File: src/rtl/tlb_pkg.sv
package tlb_pkg;
    localparam int VA_W   = 32;
    localparam int PG_SH  = 11;
    localparam int VPN_W  = VA_W - PG_SH;
    localparam int ASID_W = 8;
    localparam int PFN_W  = 20;
    localparam int ATTR_W = 3;

    typedef struct packed {
        logic [PFN_W-1:0]  pfn;
        logic [ATTR_W-1:0] attr;
        logic              dirty;
        logic              valid;
    } tlb_half_t;

    typedef struct packed {
        logic [VPN_W-1:0]  tag;
        logic [VPN_W-1:0]  mask;
        logic [ASID_W-1:0] asid;
        logic              glob;
        tlb_half_t         even;
        tlb_half_t         odd;
    } tlb_entry_t;

    localparam int ENTRY_W = $bits(tlb_entry_t);

    typedef enum logic [1:0] {
        OP_HOLD,
        OP_LOAD,
        OP_REJECT,
        OP_CLEAR
    } tbl_op_e;

    function automatic logic [VPN_W-1:0] page_of(input logic [VA_W-1:0] va);
        return {va[VA_W-1:PG_SH+2], 2'b00};
    endfunction
endpackage

File: src/rtl/tlb_match_cell.sv
module tlb_match_cell
    import tlb_pkg::*;
(
    input  tlb_entry_t        ent,
    input  logic [VPN_W-1:0]  lk_vpn,
    input  logic [ASID_W-1:0] lk_asid,
    input  logic [VPN_W-1:0]  pr_vpn,
    input  logic [ASID_W-1:0] pr_asid,
    output logic              lk_match,
    output logic              pr_match
);
    logic live;
    logic lk_tag_ok, pr_tag_ok;
    logic lk_id_ok, pr_id_ok;

    always_comb begin
        live      = ent.even.valid | ent.odd.valid;
        lk_tag_ok = ((lk_vpn ^ ent.tag) & ~ent.mask) == '0;
        pr_tag_ok = ((pr_vpn ^ ent.tag) & ~ent.mask) == '0;
        lk_id_ok  = ent.glob | (ent.asid == lk_asid);
        pr_id_ok  = ent.glob | (ent.asid == pr_asid);
        lk_match  = live & lk_tag_ok & lk_id_ok;
        pr_match  = live & pr_tag_ok & pr_id_ok;
    end
endmodule

File: src/rtl/tlb_prio_enc.sv
module tlb_prio_enc #(
    parameter int N = 8,
    localparam int W = (N > 1) ? $clog2(N) : 1
) (
    input  logic [N-1:0] req,
    output logic         any,
    output logic [W-1:0] idx
);
    always_comb begin
        any = |req;
        idx = '0;
        for (int i = N - 1; i >= 0; i--) begin
            if (req[i]) idx = W'(i);
        end
    end
endmodule

File: src/rtl/tlb_victim_ctr.sv
module tlb_victim_ctr #(
    parameter int N = 8,
    localparam int W = (N > 1) ? $clog2(N) : 1
) (
    input  logic         clk,
    input  logic         rst_n,
    input  logic         step,
    output logic [W-1:0] value
);
    localparam logic [W-1:0] LAST = W'(N - 1);

    always_ff @(posedge clk) begin
        if (!rst_n) begin
            value <= '0;
        end else if (step) begin
            value <= (value == LAST) ? '0 : value + W'(1);
        end
    end
endmodule

File: src/rtl/masked_tlb.sv
module masked_tlb
    import tlb_pkg::*;
#(
    parameter int ENTRIES = 8,
    localparam int IDX_W = (ENTRIES > 1) ? $clog2(ENTRIES) : 1,
    localparam int WIX_W = IDX_W + 1
) (
    input  logic               clk,
    input  logic               rst_n,
    input  logic [VA_W-1:0]    lk_vaddr,
    input  logic [ASID_W-1:0]  lk_asid,
    output logic               lk_hit,
    output logic [IDX_W-1:0]   lk_index,
    output logic [ENTRY_W-1:0] lk_entry,
    input  logic [VA_W-1:0]    pr_vaddr,
    input  logic [ASID_W-1:0]  pr_asid,
    output logic               pr_miss,
    output logic [IDX_W-1:0]   pr_index,
    input  logic               wr_en,
    input  logic [WIX_W-1:0]   wr_index,
    input  logic [ENTRY_W-1:0] wr_entry,
    output logic               wr_err,
    input  logic               flush,
    input  logic               vic_adv,
    output logic [IDX_W-1:0]   vic_index
);
    tlb_entry_t       slots_q [ENTRIES];
    tlb_entry_t       wr_word;
    tbl_op_e          op;
    logic [ENTRIES-1:0] lk_vec, pr_vec;
    logic [VPN_W-1:0] lk_vpn, pr_vpn;
    logic             pr_any;
    logic             in_range;

    // operation decode
    always_comb begin
        in_range = int'(wr_index) < ENTRIES;
        wr_word  = tlb_entry_t'(wr_entry);
        wr_word.tag[1:0] = 2'b00;
        if (flush)        op = OP_CLEAR;
        else if (!wr_en)  op = OP_HOLD;
        else if (in_range) op = OP_LOAD;
        else              op = OP_REJECT;
    end

    // table storage
    always_ff @(posedge clk) begin
        if (!rst_n) begin
            for (int i = 0; i < ENTRIES; i++) slots_q[i] <= '0;
            wr_err <= 1'b0;
        end else begin
            wr_err <= (op == OP_REJECT);
            unique case (op)
                OP_CLEAR:  for (int i = 0; i < ENTRIES; i++) slots_q[i] <= '0;
                OP_LOAD:   slots_q[wr_index[IDX_W-1:0]] <= wr_word;
                OP_REJECT: ;
                OP_HOLD:   ;
            endcase
        end
    end

    assign lk_vpn = page_of(lk_vaddr);
    assign pr_vpn = page_of(pr_vaddr);

    for (genvar g = 0; g < ENTRIES; g++) begin : g_cell
        tlb_match_cell u_cell (
            .ent      (slots_q[g]),
            .lk_vpn   (lk_vpn),
            .lk_asid  (lk_asid),
            .pr_vpn   (pr_vpn),
            .pr_asid  (pr_asid),
            .lk_match (lk_vec[g]),
            .pr_match (pr_vec[g])
        );
    end

    tlb_prio_enc #(.N(ENTRIES)) u_lk_enc (.req(lk_vec), .any(lk_hit), .idx(lk_index));
    tlb_prio_enc #(.N(ENTRIES)) u_pr_enc (.req(pr_vec), .any(pr_any), .idx(pr_index));

    assign pr_miss  = !pr_any;
    assign lk_entry = lk_hit ? ENTRY_W'(slots_q[lk_index]) : '0;

    tlb_victim_ctr #(.N(ENTRIES)) u_victim (
        .clk   (clk),
        .rst_n (rst_n),
        .step  (vic_adv),
        .value (vic_index)
    );
endmodule

File: config.mk
export PLATFORM = sky130hd
export DESIGN_NAME = masked_tlb
export DESIGN_NICKNAME = d
export VERILOG_FILES = /design/src/rtl/tlb_pkg.sv /design/src/rtl/tlb_match_cell.sv /design/src/rtl/tlb_prio_enc.sv /design/src/rtl/tlb_victim_ctr.sv /design/src/rtl/masked_tlb.sv
export SDC_FILE = /design/constraint.sdc
export NUM_CORES = 2
export LEC_CHECK = 0
export BUFFER_PORTS_ARGS = -buffer_cell sky130_fd_sc_hd__buf_2
export CORE_ASPECT_RATIO = 1.2
export CORE_MARGIN = 3
export CORE_UTILIZATION = 55
export DETAILED_ROUTE_END_ITERATION = 8
export HOLD_SLACK_MARGIN = 0.08
export PLACE_DENSITY = 0.75
export SLEW_MARGIN = 0
export SYNTH_ARGS = -nofsm -noshare
export SYNTH_HDL_FRONTEND = slang
export SYNTH_HIERARCHICAL = 1
export SYNTH_SLANG_ARGS = --single-unit
File: constraint.sdc
create_clock -name clk -period 5 [get_ports clk]
set_input_delay 1.25 -clock clk [delete_from_list [all_inputs] [get_ports clk]]
set_output_delay 1.25 -clock clk [all_outputs]
set_load 0.005 [all_outputs]
Yosys cells after proc, flatten, opt, wreduce, memory -nomap -nowiden
Memory sizes are Yosys's and may differ from the RTL's.
Cells that the tools add are included.
{ "totals": {"reg_bits": 4, "wordCells": 188, "inputBits": 190, "ram_bits": 792, "out_inout_bits": 113, "n_memories": 1} }
{ "mem_list": {"columns": ["memory", "words", "word_bits", "read_ports", "rd_clocked_by_memory_dff", "wr", "line_no", "text"], "rows": [
  ["slots_q", 8, 99, 9, 0, 8, "masked_tlb.sv:27", "tlb_entry_t slots_q [ENTRIES];"]
]} }
{ "op_classes": {"n_mux": 39, "n_eq_ne": 20, "magnitude_cmp": 1, "bitwise_logic": 104, "reduce_logical": 20, "n_addsub": 1} }
{ "ops": {"columns": ["operator", "count"], "rows": [
  ["$mux 99", 9],
  ["$and 21x21->21", 16],
  ["$logic_not 21->1", 16],
  ["$xor 21x21->21", 16],
  ["$not 21->21", 8],
  ["$eq 8x8->1", 16],
  ["$mux 101", 1],
  ["$reduce_or 99->1", 1],
  ["$mux 3", 18],
  ["$and 1x1->1", 32],
  ["$or 1x1->1", 32],
  ["$reduce_or 8->1", 2],
  ["$mux 1", 8],
  ["$mux 2", 3],
  ["$eq 2x2->1 const B", 2],
  ["$lt 4x4->1 const B", 1],
  ["$add 3x1->3 const B", 1],
  ["$eq 3x3->1 const B", 1],
  ["$eq 2x1->1 const B", 1],
  ["$logic_not 1->1", 1]
]} }

Longest topological paths before layout
An unclocked memory read counts as a cell.
{ "depth": {"word_depth": 16, "ltp_mapped": 14, "mapped_depth_nobuf": 11} }

Cells and area by module
Netlist, hierarchy kept.
{ "by_module_without_submodules": {"columns": ["mod", "instances", "cells_each", "area_per_inst_um2", "seq_area_each_um2"], "rows": [
  ["masked_tlb", 1, 2377, 36127.1, 23802.8],
  ["tlb_match_cell", 8, 100, 762.0, 0.0],
  ["tlb_prio_enc", 2, 13, 81.3, 0.0],
  ["tlb_victim_ctr", 1, 13, 147.6, 60.1]
]} }

Least setup slack after synthesis
No wires, ideal clock.
{ "synth_timing": {"path_kind": "input-to-reg", "startpoint": "input wr_index[3]", "endpoint": "memory slots_q[0][0] in the netlist's numbering (enable)", "required_ns": 4.525, "stages": 5, "t_arrival_ns": 4.608, "n_path_buf": 2, "setup_slack_ns": -0.082, "setup_time_ns": 0.475, "cell_sequence": "nand4bb_1 > buf_6 > nor4_4 > clkbuf_1 > nand2b_1"} }
{ "synth_rtl": {"columns": ["item", "line_no", "text"], "rows": [
  ["start: declaration", "masked_tlb.sv:20", "input logic [WIX_W-1:0] wr_index,"],
  ["end: declaration", "masked_tlb.sv:27", null]
]} }

Final worst setup path
{ "layout_timing": {"startpoint": "input lk_vaddr[27]", "endpoint": "output lk_entry[62]"} }
{ "layout_via": {"elab_cells_between_ends": 51, "classes_between": "9 x mux; 32 x bitwise; 9 x reduce/logical; 1 x memory"} }
{ "layout_rtl": {"columns": ["item", "line_no", "text"], "rows": [
  ["start: declaration", "masked_tlb.sv:10", "input logic [VA_W-1:0] lk_vaddr,"],
  ["$xor 21x21->21 *", "tlb_match_cell.sv:18", "lk_tag_ok = ((lk_vpn ^ ent.tag) & ~ent.mask) == '0;"],
  ["$and 21x21->21 *", "tlb_match_cell.sv:18", null],
  ["$logic_not 21->1 *", "tlb_match_cell.sv:18", null],
  ["$and 1x1->1 * (2 in a row)", "tlb_match_cell.sv:22", "lk_match = live & lk_tag_ok & lk_id_ok;"],
  ["via lk_vec[3]", "masked_tlb.sv:30", "logic [ENTRIES-1:0] lk_vec, pr_vec;"],
  ["$mux 3 (4 in a row)", "tlb_prio_enc.sv:13", "if (req[i]) idx = W'(i);"],
  ["$mem_v2 8x99", null, null],
  ["$mux 101 *", "masked_tlb.sv:81", "assign lk_entry = lk_hit ? ENTRY_W'(slots_q[lk_index]) : '0;"],
  ["end: declaration", "masked_tlb.sv:14", "output logic [ENTRY_W-1:0] lk_entry,"]
]} }
The timed path passes the listed nets; every way through them passes the cells marked *.

==> results.md <==
- Synth cell types: 46
- Worst Setup SP: lk_vaddr[27]
- Yosys warnings: 6
- CP endpoint: lk_entry[62]
- Area Overhead vs Synth: 26.1%
- Vias in the first global route: roughly 30k
- Maximum clock insertion buffer count: 3
- Max VDD drop: 0.000330 V
- Fin util: a little over two thirds
- R2r setup slk: approximately 3900 ps
- CP Max Fanout: 8
- # nets final: between 3k and 4k
- First-pass GRT wire length: roughly 200000 um
- Post-synthesis cell area: 42500 sq um
- Largest net degree at the start of global routing: 100
- # rows: about 110
- Top post-synthesis cells by area: edfxtp_1, and2_1, xnor2_1, mux4_2, xor2_1
- Sequential fraction of the synthesis area: between 50% and 60%
- Pre-Repair DR Iteration Count: 5
- Wire per inst: around 30 um
- Fillcell total: about 5.2k
- Final Critical Period: between 5000 and 6000 ps
- Fin cells: between 4k and 5k
- CP endpoint kind: output port
- Final Hold Vio Count: 0
- CTS tree: yes
- Crit path DAT: between 4000 and 5000 ps
- Reg2reg path depth: 4
- Dpl ws: -937 ps
- Final Cycle Share: 111%
- Slowest stage cell, crit path: mux4_2
- Root buffer cell: clkbuf_16
- Failing checks: negative setup slack
- Hpwl dp: 90100 um
- Min-delay worst type: reg2reg
- Reg2reg start: u_victim/value[0]
- Drt drc: 0
- Cts bufs inserted: 83
- CP Launch Type: input port
- Total grt overflow: 0
- Largest area contributor in the netlist: edfxtp_1
- Setup_tns: -44390 ps
- Status: finished with violations
- Mapped Cells: roughly 3.2k
- Design area: roughly 54000 sq um
- Power per cell area: 293 nW/um^2
- MaxCap Viol Count: 0
- Clock Pin Slew Worst Setup and Hold Paths: 50 ps
- Max stage delay on crit path: about 520 ps
- Post-DRT Antenna Nets: 0
- Initial Utilization: a little under three fifths
- DP Cell Count: around 4.6k
- EDFF count, synth: roughly 800
- Async SR Flop Fraction: 0%
- H-tree levels: 3
- Die Area: 80700 sq um
- Placer Congestion: ~1.0
- Max-slew headroom: a little over a third
- Worst R2R End: u_victim/value[2]
- Core area: between 70000 and 80000 sq um
- CP Data Required Time: roughly 3800 ps
- Die span in x: ~260 um
- Layout cell share with drive strength beyond 1: a little over a third
- Syn_area_per_cell: about 13 sq um
- GR Util All Layers: 34.7%
- Post-placement cell area: between 40000 and 50000 sq um
- Clock Skews: roughly 1.1 ps
- Cell depth of the worst hold path: 2
- Final WS setup: -525 ps
- Static Leakage: between 15 and 20 nW
- Chip height: slightly above 300 um
- Detailed Route WL: 144000 um
- CP Cell Sequence: buf_6 > buf_4 > xnor2_1 > o22ai_2 > buf_4 > nor2_1 > nand4_1 > nor3_4 > buf_6 > nor2_4 > a21boi_4 > buf_12 > buf_12 > buf_8 > mux4_2 > inv_2 > a221oi_4 > buf_2
- Sink Count: 796
- Yosys reg bits: about 800
- Worst Tran Pin Value: roughly 980 ps
- Area fraction of the dominant cell type after synthesis: between 50% and 60%
- Antenna violations before repair: 28
- First DRT Iteration DRCs: 3530
- IO Port Bufs: approximately 270
- Hold-fix buffers, CTS: 0
- Most used DFF post-synth: edfxtp_1
- Final-report setup violation count: 99
- Worst-Skew Late Latency: about 640 ps
- I/O pins: around 300
- Fmax: 181 MHz
- RSZ-0062 raised after global routing: yes
- Slew Viols, Final: 0
- Via count: between 30k and 40k
- Vias/cell: around 6.2
- Crit Path Category: in2out
==> layer usage <==
layer	vias to the layer above	track usage (%)	part of all wire (%)
met1	15121	41.8	35
li1	12925	-	-
met4	14	21.8	6.8
met2	1830	55.8	48
met5	-	0	0.064
met3	508	8.78	10
==> cells in the final DEF, fill, tap and decap left out, types with 79 or more instances in the layout <==
cell type and instances:
and2_1 713, mux2i_1 87, o22ai_1 145, buf_4 188, inv_2 82, edfxtp_1 792, xnor2_1 318, xor2_1 124
and2_2 79, mux4_2 99, buf_2 241, clkbuf_16 94
==> where the power goes <==
part / internal [mW] / switching, mW / leakage (nW) / total (mW)
Clock: 3.54 / 2.63 / 1.28 / 6.17
Sequential: 7.70 / 0.321 / 8.66 / 8.02
Combinational: 0.626 / 0.911 / 9.97 / 1.54
==> timing repair <==
action | CTS | global route
setup buffers | 71 | 52
gates resized for setup | 417 | 300
pin swaps | 55 | 69
setup endpoints to repair | 101 | 102
gates cloned | 13 | 9
==> worst max-delay path, delay by kind of cell <==
kind / cells / cell delay [ps]
simple gates: 4 / 520
compound gates: 3 / 460
mux: 1 / 520
buf+inv: 9 / 1270
xor+xnor: 1 / 210
==> synth_stat cells (2+ instances only) <==
cell type / number
mux2i_1: 100
clkbuf_1: 66
mux4_2: 99
o221ai_1: 16
nand2b_1: 11
a221oi_1: 99
a21boi_0: 2
nor4_4: 2
buf_4: 8
xnor2_1: 336
and3b_1: 2
and2_1: 713
nand2_1: 2
o41ai_1: 2
buf_2: 21
edfxtp_1: 792
nand4_1: 16
ha_1: 2
clkbuf_2: 51
o21ai_0: 101
nand3_1: 2
nor3_2: 16
nor4_2: 10
mux2_2: 99
nor3_4: 6
nor2_1: 86
o21bai_1: 2
dfxtp_1: 4
buf_6: 24
nor4_1: 24
and2_2: 79
inv_1: 102
a21oi_1: 18
nor2b_1: 5
o22ai_1: 160
xor2_1: 128
==> logic make-up (layout without fill, tap and decap cells) <==
group,Yosys count,count (layout),synth area share (%)
XOR/XNOR,464,464,9.55
adder cells (fa/ha/maj),2,2,0.0588
other,1,91,0.00882
AND/OR/NAND/NOR,980,980,14.7
AO/OA/AOI/OAI,401,401,6.25
buffers and inverters,274,858,3.12
flip-flops,796,796,56.1
multiplexers,298,298,10.2
==> per-stage QoR <==
stage                     hold slack [ps]  total power [mW]
after global routing                  534              16.1
after detailed placement              489              9.47
after global placement                473              9.43
final                                 494              15.7
after floorplan                       479              8.74
after CTS                             495              15.6
==> sequential cells by signal (all words and copies together), names as in the netlist <==
register	count
slots_q	792
u_victim/value	3
wr_err	1
==> worst min path at each step <==
stage / start / to / slack [ps]
final: u_victim/value[1] / u_victim/value[1] / 490
after detailed placement: u_victim/value[1] / u_victim/value[1] / 490
after floorplan: u_victim/value[1] / u_victim/value[1] / 480
after CTS: u_victim/value[1] / u_victim/value[1] / 500
after global routing: u_victim/value[1] / u_victim/value[1] / 530
after global placement: u_victim/value[1] / u_victim/value[1] / 470
==> area by class of cell <==
type | instances | area (sq um) | share of cell area, %
flip-flops and latches | 796 | 23900 | 44.5
multi-input cells | 2211 | 19700 | 36.7
repair buffers | 608 | 5690 | 10.6
clock buffers | 107 | 2210 | 4.12
well taps | 1017 | 1270 | 2.37
clock inverters | 40 | 442 | 0.823
inverters | 103 | 387 | 0.721
diodes | 25 | 62.6 | 0.117
No activity file was read; power rests on OpenSTA's default activity.
